--- src/rtl/lim_pkg.sv ---
package lim_pkg;

  typedef enum logic {
    POL_ACT_LOW  = 1'b0,
    POL_ACT_HIGH = 1'b1
  } irq_pol_e;

  // Register map: limits first (two per channel), then status, mask, config.
  function automatic int unsigned hi_addr(input int unsigned ch);
    return 2 * ch;
  endfunction

  function automatic int unsigned lo_addr(input int unsigned ch);
    return 2 * ch + 1;
  endfunction

  function automatic int unsigned stat_addr(input int unsigned nch);
    return 2 * nch;
  endfunction

  function automatic int unsigned mask_addr(input int unsigned nch);
    return 2 * nch + 1;
  endfunction

  function automatic int unsigned cfg_addr(input int unsigned nch);
    return 2 * nch + 2;
  endfunction

endpackage

--- src/rtl/lim_regs.sv ---
module lim_regs
  import lim_pkg::*;
#(
  parameter int DATA_W = 10,
  parameter int NUM_CH = 6,
  parameter int ADDR_W = 4,
  localparam int FLAG_W = 2 * NUM_CH
) (
  input  logic                     clk,
  input  logic                     rst_n,
  input  logic                     we,
  input  logic [ADDR_W-1:0]        addr,
  input  logic [DATA_W-1:0]        lim_wdata,
  input  logic [FLAG_W-1:0]        mask_wdata,
  input  logic                     pol_wdata,
  output logic [NUM_CH*DATA_W-1:0] hi_flat,
  output logic [NUM_CH*DATA_W-1:0] lo_flat,
  output logic [FLAG_W-1:0]        mask_q,
  output irq_pol_e                 pol_q
);

  for (genvar c = 0; c < NUM_CH; c++) begin : g_lim
    logic [DATA_W-1:0] hi_q, hi_d, lo_q, lo_d;
    logic              hi_en, lo_en;

    always_comb begin
      hi_en = we && (addr == ADDR_W'(hi_addr(c)));
      lo_en = we && (addr == ADDR_W'(lo_addr(c)));
      hi_d  = lim_wdata;
      lo_d  = lim_wdata;
    end

    always_ff @(posedge clk or negedge rst_n) begin
      if (!rst_n) begin
        hi_q <= '1;
        lo_q <= '0;
      end else begin
        if (hi_en) hi_q <= hi_d;
        if (lo_en) lo_q <= lo_d;
      end
    end

    assign hi_flat[c*DATA_W +: DATA_W] = hi_q;
    assign lo_flat[c*DATA_W +: DATA_W] = lo_q;
  end

  logic        mask_en, pol_en;
  logic [FLAG_W-1:0] mask_d;
  irq_pol_e    pol_d;

  always_comb begin
    mask_en = we && (addr == ADDR_W'(mask_addr(NUM_CH)));
    pol_en  = we && (addr == ADDR_W'(cfg_addr(NUM_CH)));
    mask_d  = mask_wdata;
    pol_d   = pol_wdata ? POL_ACT_HIGH : POL_ACT_LOW;
  end

  always_ff @(posedge clk or negedge rst_n) begin
    if (!rst_n) begin
      mask_q <= '0;
      pol_q  <= POL_ACT_LOW;
    end else begin
      if (mask_en) mask_q <= mask_d;
      if (pol_en)  pol_q  <= pol_d;
    end
  end

endmodule

--- src/rtl/lim_compare.sv ---
module lim_compare #(
  parameter int DATA_W = 10,
  parameter int NUM_CH = 6,
  parameter int CH_W   = 3,
  localparam int FLAG_W = 2 * NUM_CH
) (
  input  logic                     valid,
  input  logic [CH_W-1:0]          ch,
  input  logic [DATA_W-1:0]        val,
  input  logic [NUM_CH*DATA_W-1:0] hi_flat,
  input  logic [NUM_CH*DATA_W-1:0] lo_flat,
  output logic [FLAG_W-1:0]        set_vec
);

  // One comparator pair per channel; only the addressed one may fire.
  for (genvar c = 0; c < NUM_CH; c++) begin : g_cmp
    logic sel;
    always_comb begin
      sel              = valid && (ch == CH_W'(c));
      set_vec[2*c]     = sel && (val > hi_flat[c*DATA_W +: DATA_W]);
      set_vec[2*c + 1] = sel && (val < lo_flat[c*DATA_W +: DATA_W]);
    end
  end

endmodule

--- src/rtl/lim_status.sv ---
module lim_status #(
  parameter int FLAG_W = 12
) (
  input  logic              clk,
  input  logic              rst_n,
  input  logic [FLAG_W-1:0] set_vec,
  input  logic              clr,
  output logic [FLAG_W-1:0] status_q
);

  logic [FLAG_W-1:0] status_d;
  logic              upd;

  // New violations win over a clear in the same cycle.
  always_comb begin
    upd      = clr || (|set_vec);
    status_d = (clr ? '0 : status_q) | set_vec;
  end

  always_ff @(posedge clk or negedge rst_n) begin
    if (!rst_n)   status_q <= '0;
    else if (upd) status_q <= status_d;
  end

endmodule

--- src/rtl/lim_irq_out.sv ---
module lim_irq_out
  import lim_pkg::*;
#(
  parameter int FLAG_W = 12
) (
  input  logic [FLAG_W-1:0] status,
  input  logic [FLAG_W-1:0] mask,
  input  irq_pol_e          pol,
  output logic              irq_oe,
  output logic              irq_o
);

  logic pending;

  always_comb begin
    pending = |(status & ~mask);
    irq_oe  = pending;
    irq_o   = (pol == POL_ACT_HIGH);
  end

endmodule

--- src/rtl/lim_monitor.sv ---
module lim_monitor
  import lim_pkg::*;
#(
  parameter int DATA_W = 10,
  parameter int NUM_CH = 6,
  localparam int FLAG_W = 2 * NUM_CH,
  localparam int CH_W   = $clog2(NUM_CH + 1),
  localparam int ADDR_W = $clog2(2 * NUM_CH + 3),
  localparam int REG_W  = (DATA_W > FLAG_W) ? DATA_W : FLAG_W
) (
  input  logic              clk,
  input  logic              rst_n,
  input  logic              result_valid,
  input  logic [CH_W-1:0]   result_ch,
  input  logic [DATA_W-1:0] result_val,
  input  logic              reg_we,
  input  logic              reg_re,
  input  logic [ADDR_W-1:0] reg_addr,
  input  logic [REG_W-1:0]  reg_wdata,
  output logic [REG_W-1:0]  reg_rdata,
  output logic              irq_oe,
  output logic              irq_o
);

  // Reset: asserted asynchronously, released after two clock edges.
  logic [1:0] rst_sync_q;
  logic       rst_int_n;

  always_ff @(posedge clk or negedge rst_n) begin
    if (!rst_n) rst_sync_q <= 2'b00;
    else        rst_sync_q <= {rst_sync_q[0], 1'b1};
  end
  assign rst_int_n = rst_sync_q[1];

  logic [NUM_CH*DATA_W-1:0] hi_flat, lo_flat;
  logic [FLAG_W-1:0]        mask_q, set_vec, status_q;
  irq_pol_e                 pol_q;
  logic                     stat_rd;

  lim_regs #(.DATA_W(DATA_W), .NUM_CH(NUM_CH), .ADDR_W(ADDR_W)) u_regs (
    .clk        (clk),
    .rst_n      (rst_int_n),
    .we         (reg_we),
    .addr       (reg_addr),
    .lim_wdata  (reg_wdata[DATA_W-1:0]),
    .mask_wdata (reg_wdata[FLAG_W-1:0]),
    .pol_wdata  (reg_wdata[0]),
    .hi_flat    (hi_flat),
    .lo_flat    (lo_flat),
    .mask_q     (mask_q),
    .pol_q      (pol_q)
  );

  lim_compare #(.DATA_W(DATA_W), .NUM_CH(NUM_CH), .CH_W(CH_W)) u_cmp (
    .valid   (result_valid),
    .ch      (result_ch),
    .val     (result_val),
    .hi_flat (hi_flat),
    .lo_flat (lo_flat),
    .set_vec (set_vec)
  );

  assign stat_rd = reg_re && (reg_addr == ADDR_W'(stat_addr(NUM_CH)));

  lim_status #(.FLAG_W(FLAG_W)) u_stat (
    .clk      (clk),
    .rst_n    (rst_int_n),
    .set_vec  (set_vec),
    .clr      (stat_rd),
    .status_q (status_q)
  );

  lim_irq_out #(.FLAG_W(FLAG_W)) u_irq (
    .status (status_q),
    .mask   (mask_q),
    .pol    (pol_q),
    .irq_oe (irq_oe),
    .irq_o  (irq_o)
  );

  // Registered read path.
  logic [REG_W-1:0] rdata_d;

  always_comb begin
    rdata_d = '0;
    for (int c = 0; c < NUM_CH; c++) begin
      if (reg_addr == ADDR_W'(hi_addr(c))) rdata_d = REG_W'(hi_flat[c*DATA_W +: DATA_W]);
      if (reg_addr == ADDR_W'(lo_addr(c))) rdata_d = REG_W'(lo_flat[c*DATA_W +: DATA_W]);
    end
    if (reg_addr == ADDR_W'(stat_addr(NUM_CH))) rdata_d = REG_W'(status_q);
    if (reg_addr == ADDR_W'(mask_addr(NUM_CH))) rdata_d = REG_W'(mask_q);
    if (reg_addr == ADDR_W'(cfg_addr(NUM_CH)))  rdata_d = REG_W'(pol_q == POL_ACT_HIGH);
  end

  always_ff @(posedge clk or negedge rst_int_n) begin
    if (!rst_int_n)  reg_rdata <= '0;
    else if (reg_re) reg_rdata <= rdata_d;
  end

endmodule

--- config.mk ---
export PLATFORM = sky130hd
export DESIGN_NAME = lim_monitor
export DESIGN_NICKNAME = d
export VERILOG_FILES = /design/src/rtl/lim_pkg.sv /design/src/rtl/lim_regs.sv /design/src/rtl/lim_compare.sv /design/src/rtl/lim_status.sv /design/src/rtl/lim_irq_out.sv /design/src/rtl/lim_monitor.sv
export SDC_FILE = /design/constraint.sdc
export NUM_CORES = 1
export LEC_CHECK = 0
export ABC_AREA = 0
export ABC_CLOCK_PERIOD_IN_PS = 9280
export BUFFER_PORTS_ARGS = -buffer_cell sky130_fd_sc_hd__buf_2
export CAP_MARGIN = 40
export CORE_MARGIN = 5
export CORE_UTILIZATION = 30
export CTS_CLUSTER_SIZE = 10
export DETAILED_ROUTE_END_ITERATION = 10
export GPL_TIMING_DRIVEN = 0
export PLACE_DENSITY_LB_ADDON = 0.12
export SYNTH_ARGS = -nofsm -noshare
export SYNTH_HDL_FRONTEND = slang
export SYNTH_SLANG_ARGS = --single-unit
export TNS_END_PERCENT = 100
--- constraint.sdc ---
create_clock -name clk -period 9.28 [get_ports clk]
set_clock_uncertainty 0.2 [all_clocks]
set_input_delay 2.784 -clock clk [delete_from_list [all_inputs] [get_ports clk]]
set_output_delay 2.784 -clock clk [all_outputs]
set_load 0.05 [all_outputs]
==> results.cfg, run 1 <==
[final_layout]
final_nets = 1356
n_fill_cell = 3611
drive_gt1_share_pct = 21.7
fin_area_um2 = 12100
n_antenna_cell = 0
syn_to_final_growth_pct = 15.1
instances_no_fill = 1676

[yosys]
ys_seq_elements = 159
synth_area_um2 = 10500
async_flop_share_pct = 100
netlist_instances = 1133
synth-edff-count = 0
synth_flop_cell = dfrtp_1
netlist_top_cells_count = o21ai_0, inv_1, nand2_1
yosys.area.top_type_share_pct = 23.5
post-synth-top-count-cell = o21ai_0
synth.distinct_cells = 73
synth_top_area_cell = dfrtp_1
syn_avg_cell_area_um2 = 9.29
netlist_top_cells_area = dfrtp_1, dfstp_2, ha_1, mux2_2, o21ai_0
synth_nets = 1281
synth-seq-area-share_pct = 38.5
yosys_warnings = 0

[drt]
firstDrtPassIters = 5
post_drt_via_cell_ratio = 5.45
routed_wl_um = 44600
wire_per_inst_um = 26.6
drt_iter0_drc = 783
ant_nets = 0
drc_errors = 0
num_vias = 9135

[sta]
tightestPinTransition_ns = 0.832
finalHoldViolCount = 0
timing.setup.tns_ns = 0
relSlewSlack_pct = 44.5
period_share_pct = 52.9
min_period_ns = 4.90
fmax_mhz = 204
setup_viol = 0
rsz0062_at_grt = no
timing.hold.ws_ns = 0.0999
finalMaxSlewViolations = 0

[power]
power.switching_uw = 944
p_per_area_nw_per_um2 = 212
vdd.ir_drop.worst_v = 0.000114
combPwrFrac_pct = 29.7
total_power_mw = 2.57
switching_share_pct = 36.8
p_clk_share_pct = 28.6
internal_power_mw = 1.62
p_leak_nw = 5.38
pwr-share-seq_pct = 41.7

[place]
dp_hpwl_um = 33400
gp_congestion = 0.951
postPlaceCellArea_um2 = 11500
dp.cells = 1644
io_buffers = 44

[floorplanning]
die_x_um = 197
coreArea_um2 = 34600
dieArea_um2 = 38900
rows = 68
die_h_um = 197
initial_core_util_pct = 30.4
io-pin-count = 48

[setup_path]
end_kind = output pin
critPathMaxFanout = 4
path_class = register to output pin
ff2ff_setup_slack_ns = 7.04
arrival_ns = 1.92
endpoint = irq_oe
r2r_start = u_regs.g_lim[1].hi_q[3]
crit_slowest_cell = dfrtp_1
cpPeakStageDelay_ns = 0.53
ff2ff_path_depth = 6
crit_start = u_stat.status_q[3]
crit_path_start_kind = register
crit_chain = a221oi_1 -> nand3_1 -> buf_2
worstPathRequired_ns = 6.30
r2r_end = u_stat.status_q[2]

[global_routing]
grt_max_degree = 47
gr-total-overflow = 0
track_usage_pct = 23.1
grt_pass1_wl_um = 65400
antenna_found_initial = 1
grt_pass1_vias = 9103

[clock_tree]
cts.sinks = 159
clk_latency_ns = 0.44
cts_root_buf = clkbuf_16
clockBufferDepth = 2
htree_levels = 4
ctsHoldBuffers = 0
cts_buffers = 17
cts_setup_buffers = 0
clk_pin_slew_ns = 0.06
cts_tree = built
cts_repair_resize_count = 0

[run]
drv_cap = 0

[run_status]
status = finished clean

[hold_path]
min_path_type = register to async pin
[power groups by stage]
stage               Combinational [mW]  Sequential [mW]  Clock, mW
CTS                              0.760             1.07      0.753
detailed placement               0.755             1.08          0
global placement                 0.721             1.09          0
global route                     0.859             1.08      0.782
finish                           0.762             1.07      0.734
floorplan                        0.489             1.02          0
[cell families (layout without fill, tap and decap cells)]
kind of cell | after synthesis | in the layout | share of synthesized area (%)
AO/OA/AOI/OAI | 340 | 340 | 20.4
other | 1 | 1 | 0.0356
flip-flops | 159 | 159 | 38.5
adder cells (fa/ha/maj) | 114 | 114 | 13.6
AND/OR/NAND/NOR | 255 | 255 | 12.1
multiplexers | 71 | 71 | 7.61
buffers and inverters | 193 | 281 | 7.76
[sequential cells by signal, summed over array words and instances, names as in the netlist]
signal             flops
u_regs.mask_q         12
u_regs.g_lim.hi_q     60
reg_rdata             12
rst_sync_q             2
u_regs.g_lim.lo_q     60
u_regs.pol_q           1
u_stat.status_q       12
[final cells by class]
cell class                 instances  area [um2]  share of cell area, %
sequential                       159        4060                   33.5
inverter                         135         507                   4.18
multi-input combinational        781        5660                   46.7
clock buffer                      25         518                   4.28
buffer                            58         310                   2.56
timing repair buffer              56         425                   3.51
tap                              455         569                   4.70
clock inverter                     7        73.8                  0.609
[layer usage]
metal	GRT usage (%)	share of wire, %	wire, um	up-vias
met5	0	0	0	-
met4	5.52	2.3	1010	0
met3	3.19	3.8	1700	48
met2	37.1	46	20500	238
met1	33.0	48	21300	4642
li1	-	-	-	4207
[stage by stage]
step                      setup slack [ns]  utilization (%)
final                                 4.38             35.0
after global routing                  4.37             35.0
after CTS                             4.41             35.0
after detailed placement              4.23             33.3
after global placement                1.86             32.7
after floorplan                       4.43                -
[cell usage in the layout, fill, tap and decap left out, types with 19 or more instances in the layout]
cell and instances:
ha_1 114, inv_1 133, nand3_1 21, clkbuf_1 29, dfstp_2 60, a21oi_1 65
mux2_2 62, nand2_1 118, nor2_1 27, dfrtp_1 98, buf_2 61, clkbuf_16 19
o21ai_0 134
[critical path, delay by kind of cell (launching register included)]
family                 cells  cell delay (ns)
buffers and inverters      1             0.26
AND/OR/NAND/NOR            1             0.20
AO/OA/AOI/OAI              1             0.48
flip-flops                 1             0.53
[worst min-delay path by stage]
stage,from,endpoint,slack [ns],cells after the start
after floorplan,rst_sync_q[0],rst_sync_q[1],0.13,0
after global placement,rst_sync_q[0],rst_sync_q[1],0.13,0
after detailed placement,rst_sync_q[1],u_regs.g_lim[1].lo_q[7],0.12,0
after CTS,rst_sync_q[1],u_regs.g_lim[1].lo_q[7],0.12,0
after global routing,rst_sync_q[1],u_regs.g_lim[1].lo_q[7],0.14,0
final,rst_sync_q[1],u_regs.g_lim[1].lo_q[7],0.1,0
Power figures use the tool's default switching activity.
==> inputs of run 2 (changes only) <==
- ABC_AREA: 0 -> 1
- ABC_CLOCK_PERIOD_IN_PS: 9280 -> 4360
- clock period: 9.28 -> 4.36 ns (I/O delays scaled with it)
==> run 2 against run 1 <==
  * Sequential power grew 97%
  * Combinational power grew 64%
  * Clock power grew 110%
  * Critical path type is now input pin to register
  * Power up 91%
  * Utilization increased by 0.096 points
  * First-iteration DRC count down 50%
==> results.cfg, run 2 <==
[final_layout]
n_antenna_cell = 0
syn_to_final_growth_pct = 15.6
n_fill_cell = 3559
utilization_pct = 35.1
seq_area_um2 = 4060
reg.largest.list = u_regs.g_lim.hi_q x60, u_regs.g_lim.lo_q x60
mostFrequentLayoutCells = nand2_1, inv_1, o21ai_0
final_common_cell = nand2_1
fin_area_um2 = 11400
drive_gt1_share_pct = 11.8
final_nets = 1496
multi_input_area_um2 = 4930
instances_no_fill = 1803

[place]
postPlaceCellArea_um2 = 10800
io_buffers = 47
post-place-ws_ns = 0.555
gp_congestion = 0.891
dp_hpwl_um = 26100
dp.cells = 1771

[sta]
setup_viol = 0
tightestPinTransition_ns = 0.790
min_period_ns = 3.30
period_share_pct = 75.7
finalMaxSlewViolations = 0
fmax_mhz = 303
rsz0062_at_grt = no
finalHoldViolCount = 0
layout_setup_ws_ns = 1.06
relSlewSlack_pct = 47.2
timing.setup.tns_ns = 0
timing.hold.ws_ns = 0.150

[drt]
highest_layer = met4
drt-met1-wl_um = 17400
num_vias = 8665
drc_errors = 0
routed-wl-met2_um = 15400
dr_wl_met3_um = 1050
wire_per_inst_um = 19.1
routed_wl_um = 34400
firstDrtPassIters = 4
post_drt_via_cell_ratio = 4.81
ant_nets = 0
drt_iter0_drc = 392

[clock_tree]
cts.sinks = 159
cts_tree = built
htree_levels = 4
cts_buffers = 17
cts_root_buf = clkbuf_16
clockBufferDepth = 2
ctsHoldBuffers = 0
cts_setup_buffers = 0
clk_pin_slew_ns = 0.06
cts_repair_resize_count = 0
clk_latency_ns = 0.44

[yosys]
netlist_top_cells_count = nand2_1, inv_1, o21ai_0
synth_nets = 1419
yosys_warnings = 0
synth_flop_cell = dfrtp_1
synth_top_area_cell = dfrtp_1
synth.distinct_cells = 32
ys_seq_elements = 159
synth_area_um2 = 9870
post-synth-top-count-cell = nand2_1
syn_avg_cell_area_um2 = 7.77
synth-seq-area-share_pct = 41.1
yosys.area.top_type_share_pct = 25.1
netlist_instances = 1271
synth-edff-count = 0
netlist_top_cells_area = dfrtp_1, dfstp_2, ha_1, nand2_1, o21ai_0
async_flop_share_pct = 100

[setup_path]
arrival_ns = 3.43
end_kind = register
critPathMaxFanout = 7
crit_path_start_kind = input pin
worstPathRequired_ns = 4.49
cp_top_family = simple AND/OR/NAND/NOR gates
ff2ff_path_depth = 10
crit_slowest_cell = nor3_1
crit_chain = buf_2 -> nor2_1 -> nand2_1 -> inv_1 -> nand2_1 -> nand3_1 -> nor2_1 -> nand3_1 -> nor3_1 -> nand4_1 -> nand2_1 -> nand2_1 -> nand2_1 -> nand2_1
path_class = input pin to register
path_depth = 14
path_buf_inv = 2
cpPeakStageDelay_ns = 0.33
worst_path_most_repeated_cell = nand2_1

[floorplanning]
rows = 66
io-pin-count = 48
coreArea_um2 = 32500
initial_core_util_pct = 30.3
die_h_um = 191
die_x_um = 191
dieArea_um2 = 36600

[global_routing]
grt_pass1_wl_um = 52200
grt_pass1_vias = 8588
grt_max_degree = 57
antenna_found_initial = 0
gr-total-overflow = 0
track_usage_pct = 19.3

[run_status]
status = finished clean

[power]
total_power_mw = 4.90
p_per_area_nw_per_um2 = 429
p_leak_nw = 5.36
vdd.ir_drop.worst_v = 0.000293

[hold_path]
min_path_cells = 0
min_path_type = register to register

[run]
drv_cap = 0
-- run 2: cell count changes after synthesis, moves of 14 or more --
cell and delta:
buf_2 -14, inv_1 +45, mux2_2 -60, nand2_1 +228, nand2b_1 -14, nand4_1 +19, nor2_1 +45, nor2b_1 -16
o21ai_0 +34
-- run 2: final cells by class --
cell class	count	area share [%]
Inverter	179	5.89
Sequential cell	159	35.5
Timing Repair Buffer	58	3.46
Tap cell	442	4.84
Buffer	46	1.91
Clock buffer	24	4.22
Clock inverter	8	0.943
Multi-Input combinational cell	887	43.2
-- run 2: path summary, 6_finish.rpt --
check	slack (ns)	start	end
worst min register to register	0.15	rst_sync_q[0]	rst_sync_q[1]
worst max-delay path	1.06	reg_addr[3]	reg_rdata[9]
worst min-delay path	0.15	rst_sync_q[0]	rst_sync_q[1]
min in group asynchronous	0.18	rst_sync_q[1]	u_regs.g_lim[4].lo_q[1]
worst max register to register	2.23	u_regs.g_lim[0].lo_q[9]	reg_rdata[9]
max in group asynchronous	2.66	rst_sync_q[1]	u_regs.g_lim[0].hi_q[3]
-- run 2: worst reg2reg max path, stage by stage, from the launching register on --
cell     delay (ns)
dfrtp_1        0.41
nand2_1        0.08
nand3_1        0.10
nor2_1         0.15
nand3_1        0.11
nor3_1         0.33
nand4_1        0.29
nand2_1        0.17
nand2_1        0.06
nand2_1        0.06
nand2_1        0.05
-- run 2: power breakdown --
group	switching (mW)	internal [mW]	leakage, nW
sequential	0.243	1.87	1.87
combinational	0.790	0.464	3.22
clock	0.645	0.891	0.273
-- run 2: cell families (layout without fill, tap and decap cells) --
group / after synthesis / in the layout / synth area share [%]
flip-flops: 159 / 159 / 41.1
other: 1 / 1 / 0.0380
buffers and inverters: 225 / 315 / 9.01
adder cells (fa/ha/maj): 114 / 114 / 14.4
AO/OA/AOI/OAI: 284 / 284 / 15.4
multiplexers: 2 / 2 / 0.228
AND/OR/NAND/NOR: 486 / 486 / 19.8
-- run 2: layer usage --
metal / track usage (%) / vias up
li1: - / 4314
met1: 28.0 / 4184
met3: 2.25 / 29
met5: 0 / -
met4: 4.50 / 0
met2: 30.7 / 138
